<file path="src/rtl/rail_seq_pkg.sv">
package rail_seq_pkg;
  localparam logic [1:0] DIR_NONE = 2'd0;
  localparam logic [1:0] DIR_UP   = 2'd1;
  localparam logic [1:0] DIR_DOWN = 2'd2;

  localparam logic [2:0] MSEL_CORE    = 3'd0;
  localparam logic [2:0] MSEL_CORNER  = 3'd1;
  localparam logic [2:0] MSEL_SLOWTOP = 3'd2;
  localparam logic [2:0] MSEL_MEMMAX  = 3'd3;

  typedef enum logic [1:0] {
    S_IDLE      = 2'd0,
    S_MEM_FIRST = 2'd1,
    S_CORE      = 2'd2,
    S_MEM_LAST  = 2'd3
  } seq_e;

  typedef enum logic [1:0] {
    P_IDLE = 2'd0,
    P_REQ  = 2'd1,
    P_WAIT = 2'd2
  } port_e;
endpackage

</file>
<file path="src/rtl/rail_mem_target.sv">
module rail_mem_target
  import rail_seq_pkg::*;
#(
  parameter int VW      = 12,
  parameter int NCORNER = 3,
  parameter int CW      = 2
) (
  input  logic [2:0]            method,
  input  logic [VW-1:0]         new_volt,
  input  logic [CW-1:0]         corner,
  input  logic [NCORNER*VW-1:0] corner_ceil,
  input  logic [VW-1:0]         slow_top,
  input  logic [VW-1:0]         mem_vmax,
  output logic [VW-1:0]         target
);
  logic [VW-1:0] ceil_arr [NCORNER];
  logic [VW-1:0] ceil_sel;

  for (genvar g = 0; g < NCORNER; g++) begin : g_unpack
    assign ceil_arr[g] = corner_ceil[g*VW +: VW];
  end

  always_comb begin
    ceil_sel = '0;
    for (int i = 0; i < NCORNER; i++)
      if (corner == CW'(i)) ceil_sel = ceil_arr[i];
  end

  always_comb begin
    case (method)
      MSEL_CORE:    target = new_volt;
      MSEL_CORNER:  target = ceil_sel;
      MSEL_SLOWTOP: target = slow_top;
      MSEL_MEMMAX:  target = mem_vmax;
      default:      target = '0;
    endcase
  end
endmodule

</file>
<file path="src/rtl/rail_port.sv">
module rail_port
  import rail_seq_pkg::*;
#(
  parameter int VW      = 12,
  parameter int TIMEOUT = 16
) (
  input  logic          clk,
  input  logic          rst_n,
  input  logic          start,
  input  logic [VW-1:0] volt_in,
  output logic          valid,
  output logic [VW-1:0] volt,
  input  logic          ready,
  input  logic          rsp,
  input  logic          err,
  output logic          fin,
  output logic          fail
);
  localparam int TW = $clog2(TIMEOUT + 1);
  localparam logic [TW-1:0] LAST = TW'(TIMEOUT - 1);

  port_e         st;
  logic [TW-1:0] cnt;

  assign valid = (st == P_REQ);

  always_ff @(posedge clk) begin
    if (!rst_n) begin
      st   <= P_IDLE;
      cnt  <= '0;
      volt <= '0;
      fin  <= 1'b0;
      fail <= 1'b0;
    end else begin
      fin  <= 1'b0;
      fail <= 1'b0;
      case (st)
        P_IDLE: if (start) begin
          st   <= P_REQ;
          cnt  <= '0;
          volt <= volt_in;
        end
        P_REQ: begin
          if (ready) begin
            st  <= P_WAIT;
            cnt <= cnt + 1'b1;
          end else if (cnt == LAST) begin
            st   <= P_IDLE;
            fin  <= 1'b1;
            fail <= 1'b1;
          end else begin
            cnt <= cnt + 1'b1;
          end
        end
        P_WAIT: begin
          if (rsp) begin
            st   <= P_IDLE;
            fin  <= 1'b1;
            fail <= err;
          end else if (cnt >= LAST) begin
            st   <= P_IDLE;
            fin  <= 1'b1;
            fail <= 1'b1;
          end else begin
            cnt <= cnt + 1'b1;
          end
        end
        default: st <= P_IDLE;
      endcase
    end
  end

  // a stalled request keeps valid and its voltage until ready or timeout
  a_r10_hold_request: assert property (@(posedge clk) disable iff (!rst_n)
    (valid && !ready && cnt != LAST) |=> (valid && $stable(volt)));

  // completion is reported only from an idle-returning port
  a_r10_fin_idle: assert property (@(posedge clk) disable iff (!rst_n)
    fin |-> !valid);
endmodule

</file>
<file path="src/rtl/rail_seq.sv">
module rail_seq
  import rail_seq_pkg::*;
#(
  parameter int VW      = 12,
  parameter int NCORNER = 3,
  parameter int CW      = 2,
  parameter int TIMEOUT = 16
) (
  input  logic                  clk,
  input  logic                  rst_n,
  input  logic                  req_valid,
  output logic                  req_ready,
  input  logic [VW-1:0]         req_volt,
  input  logic [CW-1:0]         req_corner,
  input  logic [1:0]            req_dir,
  input  logic                  mem_present,
  input  logic [2:0]            mem_method,
  input  logic [NCORNER*VW-1:0] corner_ceil,
  input  logic [VW-1:0]         slow_turbo_ceil,
  input  logic [VW-1:0]         mem_vmax,
  input  logic [VW-1:0]         ceil_max,
  output logic                  core_valid,
  input  logic                  core_ready,
  output logic [VW-1:0]         core_volt,
  output logic [VW-1:0]         core_max,
  input  logic                  core_rsp,
  input  logic                  core_err,
  output logic                  mem_valid,
  input  logic                  mem_ready,
  output logic [VW-1:0]         mem_volt,
  output logic [VW-1:0]         mem_max,
  input  logic                  mem_rsp,
  input  logic                  mem_err,
  output logic                  busy,
  output logic                  done,
  output logic                  error,
  output logic [VW-1:0]         mem_applied
);
  seq_e          st;
  logic [VW-1:0] volt_q, tgt_q, tgt_c;
  logic          last_mem_q;
  logic          start_core, start_mem;
  logic          core_fin, core_fail, mem_fin, mem_fail;
  logic [1:0]    dir_eff;
  logic          need_mem;

  assign req_ready = (st == S_IDLE);
  assign busy      = !req_ready;
  assign core_max  = ceil_max;
  assign mem_max   = mem_vmax;

  rail_mem_target #(.VW(VW), .NCORNER(NCORNER), .CW(CW)) u_target (
    .method(mem_method), .new_volt(req_volt), .corner(req_corner),
    .corner_ceil(corner_ceil), .slow_top(slow_turbo_ceil),
    .mem_vmax(mem_vmax), .target(tgt_c)
  );

  always_comb begin
    if (!mem_present || req_dir == 2'd3) dir_eff = DIR_NONE;
    else                                 dir_eff = req_dir;
    need_mem = (dir_eff != DIR_NONE) && (tgt_c != '0) && (tgt_c != mem_applied);
  end

  rail_port #(.VW(VW), .TIMEOUT(TIMEOUT)) u_core_port (
    .clk(clk), .rst_n(rst_n), .start(start_core), .volt_in(volt_q),
    .valid(core_valid), .volt(core_volt), .ready(core_ready),
    .rsp(core_rsp), .err(core_err), .fin(core_fin), .fail(core_fail)
  );

  rail_port #(.VW(VW), .TIMEOUT(TIMEOUT)) u_mem_port (
    .clk(clk), .rst_n(rst_n), .start(start_mem), .volt_in(tgt_q),
    .valid(mem_valid), .volt(mem_volt), .ready(mem_ready),
    .rsp(mem_rsp), .err(mem_err), .fin(mem_fin), .fail(mem_fail)
  );

  always_ff @(posedge clk) begin
    if (!rst_n) begin
      st          <= S_IDLE;
      volt_q      <= '0;
      tgt_q       <= '0;
      last_mem_q  <= 1'b0;
      start_core  <= 1'b0;
      start_mem   <= 1'b0;
      done        <= 1'b0;
      error       <= 1'b0;
      mem_applied <= '0;
    end else begin
      start_core <= 1'b0;
      start_mem  <= 1'b0;
      done       <= 1'b0;
      error      <= 1'b0;
      case (st)
        S_IDLE: if (req_valid) begin
          volt_q     <= req_volt;
          tgt_q      <= tgt_c;
          last_mem_q <= need_mem && (dir_eff == DIR_DOWN);
          if (need_mem && dir_eff == DIR_UP) begin
            st        <= S_MEM_FIRST;
            start_mem <= 1'b1;
          end else begin
            st         <= S_CORE;
            start_core <= 1'b1;
          end
        end
        S_MEM_FIRST: if (mem_fin) begin
          if (mem_fail) begin
            st    <= S_IDLE;
            error <= 1'b1;
          end else begin
            mem_applied <= tgt_q;
            st          <= S_CORE;
            start_core  <= 1'b1;
          end
        end
        S_CORE: if (core_fin) begin
          if (core_fail) begin
            st    <= S_IDLE;
            error <= 1'b1;
          end else if (last_mem_q) begin
            st        <= S_MEM_LAST;
            start_mem <= 1'b1;
          end else begin
            st   <= S_IDLE;
            done <= 1'b1;
          end
        end
        S_MEM_LAST: if (mem_fin) begin
          st <= S_IDLE;
          if (mem_fail) error <= 1'b1;
          else begin
            mem_applied <= tgt_q;
            done        <= 1'b1;
          end
        end
        default: st <= S_IDLE;
      endcase
    end
  end

  // the two rails are never requested in the same cycle
  a_r1_one_port: assert property (@(posedge clk) disable iff (!rst_n)
    !(core_valid && mem_valid));

  // success and failure pulses are exclusive
  a_r11_exclusive_end: assert property (@(posedge clk) disable iff (!rst_n)
    !(done && error));

  // an accepted request makes the block busy on the next cycle
  a_r9_busy_after_accept: assert property (@(posedge clk) disable iff (!rst_n)
    (req_valid && req_ready) |=> busy);

  // busy ends only together with an end pulse
  a_r9_busy_end: assert property (@(posedge clk) disable iff (!rst_n)
    $fell(busy) |-> (done || error));

  // recorded minimum moves only after a clean memory response
  a_r7_applied_on_ack: assert property (@(posedge clk) disable iff (!rst_n)
    !$stable(mem_applied) |-> $past(mem_rsp && !mem_err, 2));
endmodule

</file>
<file path="config.mk">
export PLATFORM = sky130hd
export DESIGN_NAME = rail_seq
export DESIGN_NICKNAME = d
export VERILOG_FILES = /design/src/rtl/rail_seq_pkg.sv /design/src/rtl/rail_mem_target.sv /design/src/rtl/rail_port.sv /design/src/rtl/rail_seq.sv
export SDC_FILE = /design/constraint.sdc
export NUM_CORES = 1
export LEC_CHECK = 0
export CORE_MARGIN = 1.5
export CORE_UTILIZATION = 45
export DETAILED_ROUTE_END_ITERATION = 10
export GPL_TIMING_DRIVEN = 0
export PLACE_DENSITY = 0.84
export SYNTH_ARGS = -nofsm -noshare
export SYNTH_HDL_FRONTEND = slang
export SYNTH_SLANG_ARGS = --single-unit
</file>
<file path="constraint.sdc">
create_clock -name clk -period 5 [get_ports clk]
set_clock_uncertainty 0.2 [all_clocks]
set_input_delay 0.5 -clock clk [delete_from_list [all_inputs] [get_ports clk]]
set_output_delay 0.5 -clock clk [all_outputs]
set_load 0.005 [all_outputs]
</file>
---- Word level (Yosys, flattened, before mapping) ----
Index checks and enable logic that the tools add are counted.
word-level totals
  input port bits ......................... 101
  output and inout port bits .............. 66
  register bits ........................... 85
  logic and storage cells ................. 156
cells by class
  $lt $le $gt $ge ......................... 2
  mux-type cells .......................... 72
  equal/unequal tests ..................... 34
  reduce and logical (&&, ||, !) cells .... 26
  bitwise gates (word level) .............. 1
  $add $sub $neg .......................... 2
operators by type and width
  cell                 number
  $mux 5               10
  $pmux 12 s4          1
  $mux 2               19
  $mux 12              3
  $pmux 5 s3           2
  $mux 1               26
  $pmux 1 s2           8
  $eq 2x2->1 const B   7
  $ne 2x2->1 const B   7
  $ne 12x12->1         1
  $pmux 2 s3           2
  $reduce_bool 12->1   1
  $add 5x1->5 const B  2
  $eq 2x1->1 const B   5
  $eq 5x4->1 const B   2
  $ge 5x4->1 const B   2
  $reduce_and 5->1     2
  $reduce_and 3->1     3
  $logic_not 2->1      4
  $pmux 2 s4           1
  $eq 3x2->1 const B   2
  $ne 2x1->1 const B   3
  $ne 3x1->1 const B   2
  $ne 3x2->1 const B   2
  other kinds (12)     20

---- Depth between registers and ports, before layout ----
Gate-level depths: netlist (run 1).
  depth in word-level cells ............... 12
  gate-level depth with buffers ........... 10
  gate-level depth less buffers ........... 10

---- Hierarchy ----
From an unflattened synthesis (run 1), not the netlist that was laid out.
unflattened totals
  cell total of the unflattened synthesis .. 578
  area, all modules ....................... 4,956.0 µm²
by module, submodules not included
  module           sequential area each (µm²)  instances  area an instance (µm²)  cells an instance
  rail_seq         860.8                       1          2,123.3                 252
  rail_port        420.4                       2          993.5                   114
  rail_mem_target  0.0                         1          845.8                   98

---- Worst setup path after synthesis (run 1) ----
No wires, ideal clock.
  path kind ............................... input to register
  start ................................... input port mem_method[2]
  end ..................................... register last_mem_q
  path slack .............................. 2.485 ns
  stages on the path ...................... 8
  required time ........................... 4.683 ns
  library setup time ...................... 0.117 ns
  buffers on the path ..................... 1
  arrival time ............................ 2.197 ns
  cell sequence ........................... clkbuf_1 nor3_2 a21oi_1 xnor2_1 nor4_1 and4_1 a21oi_2 a32o_1
on the way
  word-level cells in the longest chain between the ends .. 6
  elaborated cells on any way between the ends .. 10
  classes of those cells .................. eq/ne: 4; mux: 1; reduce/logical: 5
ends and longest elaborated chain
  element                             line                   RTL
  from (decl)                         rail_seq.sv:17         input logic [2:0] mem_method,
  $eq 3x2->1 (tied with other cells)  rail_mem_target.sv:30  case (method)
  $pmux 12 s4 *                       rail_mem_target.sv:30
  $reduce_bool 12->1                  rail_seq.sv:61         need_mem = (dir_eff != DIR_NONE) && (tgt_c != '0) && (tgt_c != mem_applied);
  $logic_and 1x1->1                   rail_seq.sv:61
  $logic_and 1x1->1 *                 rail_seq.sv:61
  $logic_and 1x1->1 *                 rail_seq.sv:96         last_mem_q <= need_mem && (dir_eff == DIR_DOWN);
  to (signal assigned)                rail_seq.sv:96
  to (decl)                           rail_seq.sv:41         logic last_mem_q;
Every way passes the cells marked *; elsewhere a longest branch is shown, timed or not.
A chain may end at the register's enable or synchronous reset.

---- Worst setup path after layout (run 1) ----
  start ................................... register u_core_port.cnt[0]
  end ..................................... register u_core_port.cnt[2]
on the way
  word-level cells in the longest chain between the ends .. 4
  elaborated cells on any way between the ends .. 11
  classes of those cells .................. add/sub: 1; order compare: 1; eq/ne: 3; mux: 5; reduce/logical: 1
ends and longest elaborated chain
  element                           line                                               RTL
  from (decl)                       rail_port.sv:23                                    logic [TW-1:0] cnt;
  from (signal assigned)            rail_port.sv:46                                    cnt <= cnt + 1'b1;
  from (signal assigned)            rail_port.sv:52                                    cnt <= cnt + 1'b1;
  from (signal assigned)            rail_port.sv:65                                    cnt <= cnt + 1'b1;
  $add 5x1->5                       rail_port.sv:46, rail_port.sv:52, rail_port.sv:65
  $mux 5, on equally long branches  rail_port.sv:60, rail_port.sv:47
  $mux 5, on equally long branches  rail_port.sv:56, rail_port.sv:44
  $pmux 5 s3                        rail_port.sv:37                                    case (st)
Parallel ways exist; a longest one is shown, timed or not. The select of a mux whose other input is x is not followed.

==> out/metrics.yaml, run 1 <==
io_pins: 167
hpwl_um: 10900
ys_seq_elements: 85
fin_nets: 848
synth-edff-count: 0
synth_area_leader_cell: "dfxtp_1"
cpPeakStageDelay_ns: 0.40
insertedDiodeCount: 0
cts_resized: 0
die_area_sq_um: 11200
start_kind: "register"
path_clk_slew_ns: 0.10
grt_max_degree: 16
via_per_inst: 5.34
final_common_cell: "clkdlybuf4s50_1"
cp.depth: 10
cts_buffer_depth: 2
wl_met2_um: 6730
drt-total-wl_um: 13800
hold_violations: 0
endpoint_kind: "register"
synthTopCellsByArea: "dfxtp_1 36%, nand2_1 9.7%, a21boi_0 9.0%"
crit_fanout: 8
wl_met3_um: 982
antenna_found_initial: 0
grt-ovfl-total: 0
worstPathArrival_ns: 2.90
avgSynthCellArea_sq_um: 8.29
drive_gt1_share_pct: 9.47
ir_drop_mv: 0.211
worstSetupPathType: "reg -> reg"
cap_violations: 0
clkSinkCount: 85
dr.pass1.iters: 5
min_period_ns: 2.80
yosys.area.top_type_share_pct: 35.6
final_cell_mix: "148 x clkdlybuf4s50_1, 123 x nand2_1, 85 x dfxtp_1"
path_cells: "ha_1, and3_1, ha_1, a2111oi_2, o21ai_1, nor3b_2, nand2_1, nor3b_1, a21oi_1, nor2b_1"
die_w_um: 106
p_total_uw: 1610
critical_path_buf_inv_count: 0
grt_pass1_vias: 4610
async_flop_share_pct: 0
gp_congestion: 0.912
final_util_pct: 63.9
wl_per_cell_um: 15.8
clk_latency_ns: 0.37
cts_setup_buffers: 0
row_count: 37
hold_buffers: 0
fmax_ghz: 0.357
cts_tree: "yes"
required_ns: 5.10
setup_viol: 0
die_y_um: 106
fin_crit_sh_pct: 56.0
htree_levels: 3
rsz0062_at_grt: "false"
yosys_warnings: 0
area_growth_pct: 38.2
wl_met1_um: 5770
drt-initial-drc-count: 271
syn_area_sq_um: 4780
fillCellCount: 858
gr-usage-all-layers_pct: 24.3
tightest_slew_ns: 0.651
hold-path-cell-count: 2
maxSlewHeadroom_pct: 56.4
cts_made_buffers: 9
status: "finished clean"
drv_slew: 0
reg2regPathDepth: 10
ys_seq_area_share_pct: 35.6
port_buffers: 148
powerDensity_nw_per_um2: 243
crit_top_cell: "ha_1"
cp_top_family: "simple AND/OR/NAND/NOR gates"
vias: 4672
antenna_left: 0
initial_core_util_pct: 46.3
p_leak_uw: 0.00251
core-area_sq_um: 10300
worstHoldPathType: "reg -> reg"
finalSetupTns_ns: 0
cts-root-buf: "clkbuf_8"
syn-num-nets: 689
synth_ff_type: "dfxtp_1"
slowest_stage: "nor3b_2"
syn_inst: 576
grt_pass1_wl_um: 21800
synth_cell_types: 59
drc: 0
highest_layer: "met4"
==> Yosys cell counts (10+ instances only) <==
| cell | instances |
|---|---|
| a21boi_0 | 57 |
| a21oi_1 | 20 |
| and2_1 | 11 |
| buf_4 | 25 |
| clkbuf_1 | 23 |
| dfxtp_1 | 85 |
| ha_1 | 12 |
| inv_1 | 18 |
| mux2i_1 | 22 |
| nand2_1 | 123 |
| nand3_1 | 10 |
| nand3b_1 | 16 |
| nor2_1 | 12 |
| nor2b_1 | 10 |
| o21ai_0 | 22 |
==> path summary, 6_finish.rpt <==
kind / end / start / slack, ns
worst min register to register: u_core_port.volt[10] / volt_q[10] / 0.26
worst max-delay path: u_core_port.cnt[2] / u_core_port.cnt[0] / 2.20
worst max register to register: u_core_port.cnt[2] / u_core_port.cnt[0] / 2.20
worst min-delay path: u_core_port.volt[10] / volt_q[10] / 0.26
==> sequential cells by signal, summed over array words and instances, names as in the netlist, 2 cells and up <==
name and count:
st 2, volt_q 12, mem_applied 12, u_mem_port.volt 12, u_core_port.st 2, u_core_port.cnt 5
u_mem_port.st 2, u_core_port.volt 12, tgt_q 12, u_mem_port.cnt 5
==> final cells by class <==
cell class | instances | area, sq um | area share, %
clock inverters | 6 | 50.0 | 0.758
multi-input cells | 415 | 2660 | 40.3
well taps | 136 | 170 | 2.58
inverters | 19 | 71.3 | 1.08
repair buffers | 148 | 1480 | 22.4
clock buffers | 9 | 124 | 1.88
flip-flops and latches | 85 | 1700 | 25.8
plain buffers | 57 | 344 | 5.21
==> layer usage <==
| metal | vias up | GRT usage (%) |
|---|---|---|
| met5 | - | 0 |
| met1 | 2179 | 27.8 |
| li1 | 2276 | - |
| met4 | 0 | 9.75 |
| met3 | 27 | 5.95 |
| met2 | 190 | 43.4 |
==> tightest hold or removal path, delay by kind of cell, from the launching register on <==
family / cells / cell delay (ns)
DFF: 1 / 0.32
AOI/OAI and AO/OA: 1 / 0.06
and+or+nand+nor: 1 / 0.05
==> report_power, final <==
| group | switching (uW) | total [uW] | leakage (uW) | internal [uW] |
|---|---|---|---|---|
| registers | 30.6 | 744 | 0.000689 | 713 |
| clock network | 256 | 437 | 0.0000819 | 182 |
| logic | 212 | 424 | 0.00174 | 212 |
==> cell families after synthesis <==
kind of cell / synth area share, %
xor gates and xnor gates: 2.20
buffers and inverters: 8.70
and+or+nand+nor: 22.7
muxes: 6.03
DFF: 35.6
adders and majority gates: 3.14
AOI/OAI and AO/OA: 21.6
==> per-stage QoR <==
stage | hold WS [ns] | cells | setup WS, ns | area [sq um]
floorplan | 0.241 | 576 | 2.49 | 4780
global placement | 0.246 | 860 | 1.92 | 6430
detailed placement | 0.255 | 860 | 1.94 | 6430
CTS | 0.268 | 875 | 2.26 | 6600
global route | 0.276 | 875 | 2.04 | 6600
finish | 0.257 | 875 | 2.20 | 6600
Note: power is estimated with default switching activity, not from simulation.
==> inputs of run 2 (changes only) <==
Clock period 5 ns to 2.65 ns, I/O delays scaled along.
==> run 2 against run 1 <==
Register-to-register slack lost 2.0 ns. Clock power grew 89%. Combinational power rose by 100%. Non-clock buffer count is 5 higher. Critical path type is now in -> reg. Largest cell class unchanged. Critical endpoint is now start_mem.
==> out/metrics.yaml, run 2 (same netlist as run 1, synthesis figures left out) <==
status: "finished clean"  # unchanged
via_per_inst: 5.37  # was 5.34
grt.busiest_layer: "met2"  # unchanged
drive_gt1_share_pct: 10.3  # was 9.47%
grt_use_met2_pct: 44.0  # was 43.4%
worstHoldPathType: "in -> reg"  # was reg -> reg
cts-root-buf: "clkbuf_8"  # unchanged
r2r_setup_slack_ns: 0.21  # was 2.20 ns
antenna_found_initial: 0  # unchanged
required_ns: 2.70  # was 5.10 ns
min_period_ns: 2.51
worstSetupPathType: "in -> reg"  # was reg -> reg
vias: 4722  # was 4672
port_buffers: 148  # unchanged
antenna_left: 0  # unchanged
gp_congestion: 0.912  # unchanged
cts_made_buffers: 9  # unchanged
grt_pass1_wl_um: 22000  # was 21800 um
path_clk_slew_ns: 0.09  # was 0.10 ns
min_from: "rst_n"  # was volt_q[10]
maxSlewHeadroom_pct: 56.8  # was 56.4%
gr-usage-all-layers_pct: 24.5  # was 24.3%
setup_viol: 0  # unchanged
drt-initial-drc-count: 276  # was 271
ir_drop_mv: 0.398  # was 0.211 mV
start_kind: "input port"  # was register
grt_pass1_vias: 4664  # was 4610
clk_latency_ns: 0.37  # about the same
reg2regPathDepth: 10  # unchanged
multi_input_area_sq_um: 2700  # was 2660 sq um
hold_violations: 0  # unchanged
wl_per_cell_um: 15.9  # was 15.8 um
insertedDiodeCount: 0  # unchanged
powerDensity_nw_per_um2: 461  # was 243 nW/um^2
fmax_ghz: 0.398
use_met1_pct: 27.6  # was 27.8%
design_area_sq_um: 6680  # was 6600 sq um
cts_buffer_depth: 2  # unchanged
core-area_sq_um: 10300  # unchanged
htree_levels: 3  # unchanged
fin_ws_ns: 0.140  # was 2.20 ns
crit_fanout: 3  # was 8
hpwl_um: 10900  # unchanged
grt_util_met3_pct: 6.01  # was 5.95%
endpoint_kind: "register"  # unchanged
p_leak_uw: 0.00253  # was 0.00251 uW
drc: 0  # unchanged
cts_tree: "yes"  # unchanged
tightest_slew_ns: 0.644  # was 0.651 ns
dpl_cell_area_sq_um: 6430  # unchanged
final_common_cell: "clkdlybuf4s50_1"  # unchanged
fin_crit_sh_pct: 94.7
io_pins: 167  # unchanged
final_cell_mix: "148 x clkdlybuf4s50_1, 123 x nand2_1, 85 x dfxtp_1"  # unchanged
whs_endpoint: "mem_applied[7]"  # was u_core_port.volt[10]
die_w_um: 106  # unchanged
die_area_sq_um: 11200  # unchanged
hold-path-cell-count: 2  # unchanged
fin_nets: 853  # was 848
final_util_pct: 64.7  # was 63.9%
row_count: 37  # unchanged
area_growth_pct: 39.8  # was 38.2%
drv_slew: 0  # unchanged
fillCellCount: 850  # was 858
cap_violations: 0  # unchanged
rsz0062_at_grt: "false"  # unchanged
hold_buffers: 0  # unchanged
die_y_um: 106  # unchanged
grt-ovfl-total: 0  # unchanged
clkSinkCount: 85  # unchanged
drt-total-wl_um: 14000  # was 13800 um
grt_max_degree: 16  # unchanged
dr.pass1.iters: 5  # unchanged
critPathLaunch: "req_volt[3]"  # was u_core_port.cnt[0]
place_ws_ns: -0.176  # was 1.94 ns
worstPathArrival_ns: 2.56  # was 2.90 ns
regArea_sq_um: 1700  # unchanged
r2r_start: "u_core_port.cnt[0]"  # unchanged
initial_core_util_pct: 46.3  # unchanged
r2r_end: "u_core_port.cnt[3]"  # was u_core_port.cnt[2]
-- run 2: changes by cell type in the layout (fill, tap and decap cells not counted), sizes merged --
cell / change
buf: +5
-- run 2: layer usage --
metal / vias up / wire, um
met5: - / 0
met4: 0 / 322
met3: 26 / 1050
met2: 211 / 6890
met1: 2199 / 5740
li1: 2286 / -
-- run 2: repair_timing --
action	CTS	global route
setup endpoints to repair	4	8
endpoints found under the hold margin	0	0
buffers inserted	3	2
resized for setup	1	4
pin swaps	2	5
-- run 2: area by class of cell --
cell class | count | share of cell area, %
multi-input cells | 415 | 40.4
flip-flops and latches | 85 | 25.5
repair buffers | 153 | 22.7
plain buffers | 57 | 5.15
well taps | 136 | 2.55
clock buffers | 9 | 1.85
inverters | 19 | 1.07
clock inverters | 6 | 0.749
-- run 2: critical path, stage by stage --
cell and delay, ns:
clkdlybuf4s50_1 0.47, mux2i_1 0.08, a211oi_1 0.55, a21oi_1 0.15, xnor2_1 0.19, nor4_1 0.25
and4_1 0.29, a21oi_2 0.10, a22o_1 0.22
-- run 2: worst max-delay path by stage --
stage	to	cells past startpoint
final	start_mem	9
after global routing	start_mem	9
after CTS	u_mem_port.cnt[2]	10
after detailed placement	start_mem	9
after global placement	start_mem	9
after floorplan	u_mem_port.cnt[3]	10
-- run 2: where the power goes --
part           switching (uW)  leakage (uW)  internal (uW)
combinational             414       0.00176            434
clock                     481     0.0000819            343
sequential               58.2      0.000689           1350
total                     954       0.00253           2120
-- run 2: per-stage QoR --
stage	power [uW]	hold WS, ns	setup TNS, ns	cells
2_1_floorplan	1860	0.210	0	576
5_1_grt	3230	0.151	0	880
6_report	3080	0.116	0	880
3_5_place_dp	2220	0.255	-0.595	860
4_1_cts	3060	0.120	0	878
3_3_place_gp	2190	0.246	-0.537	860
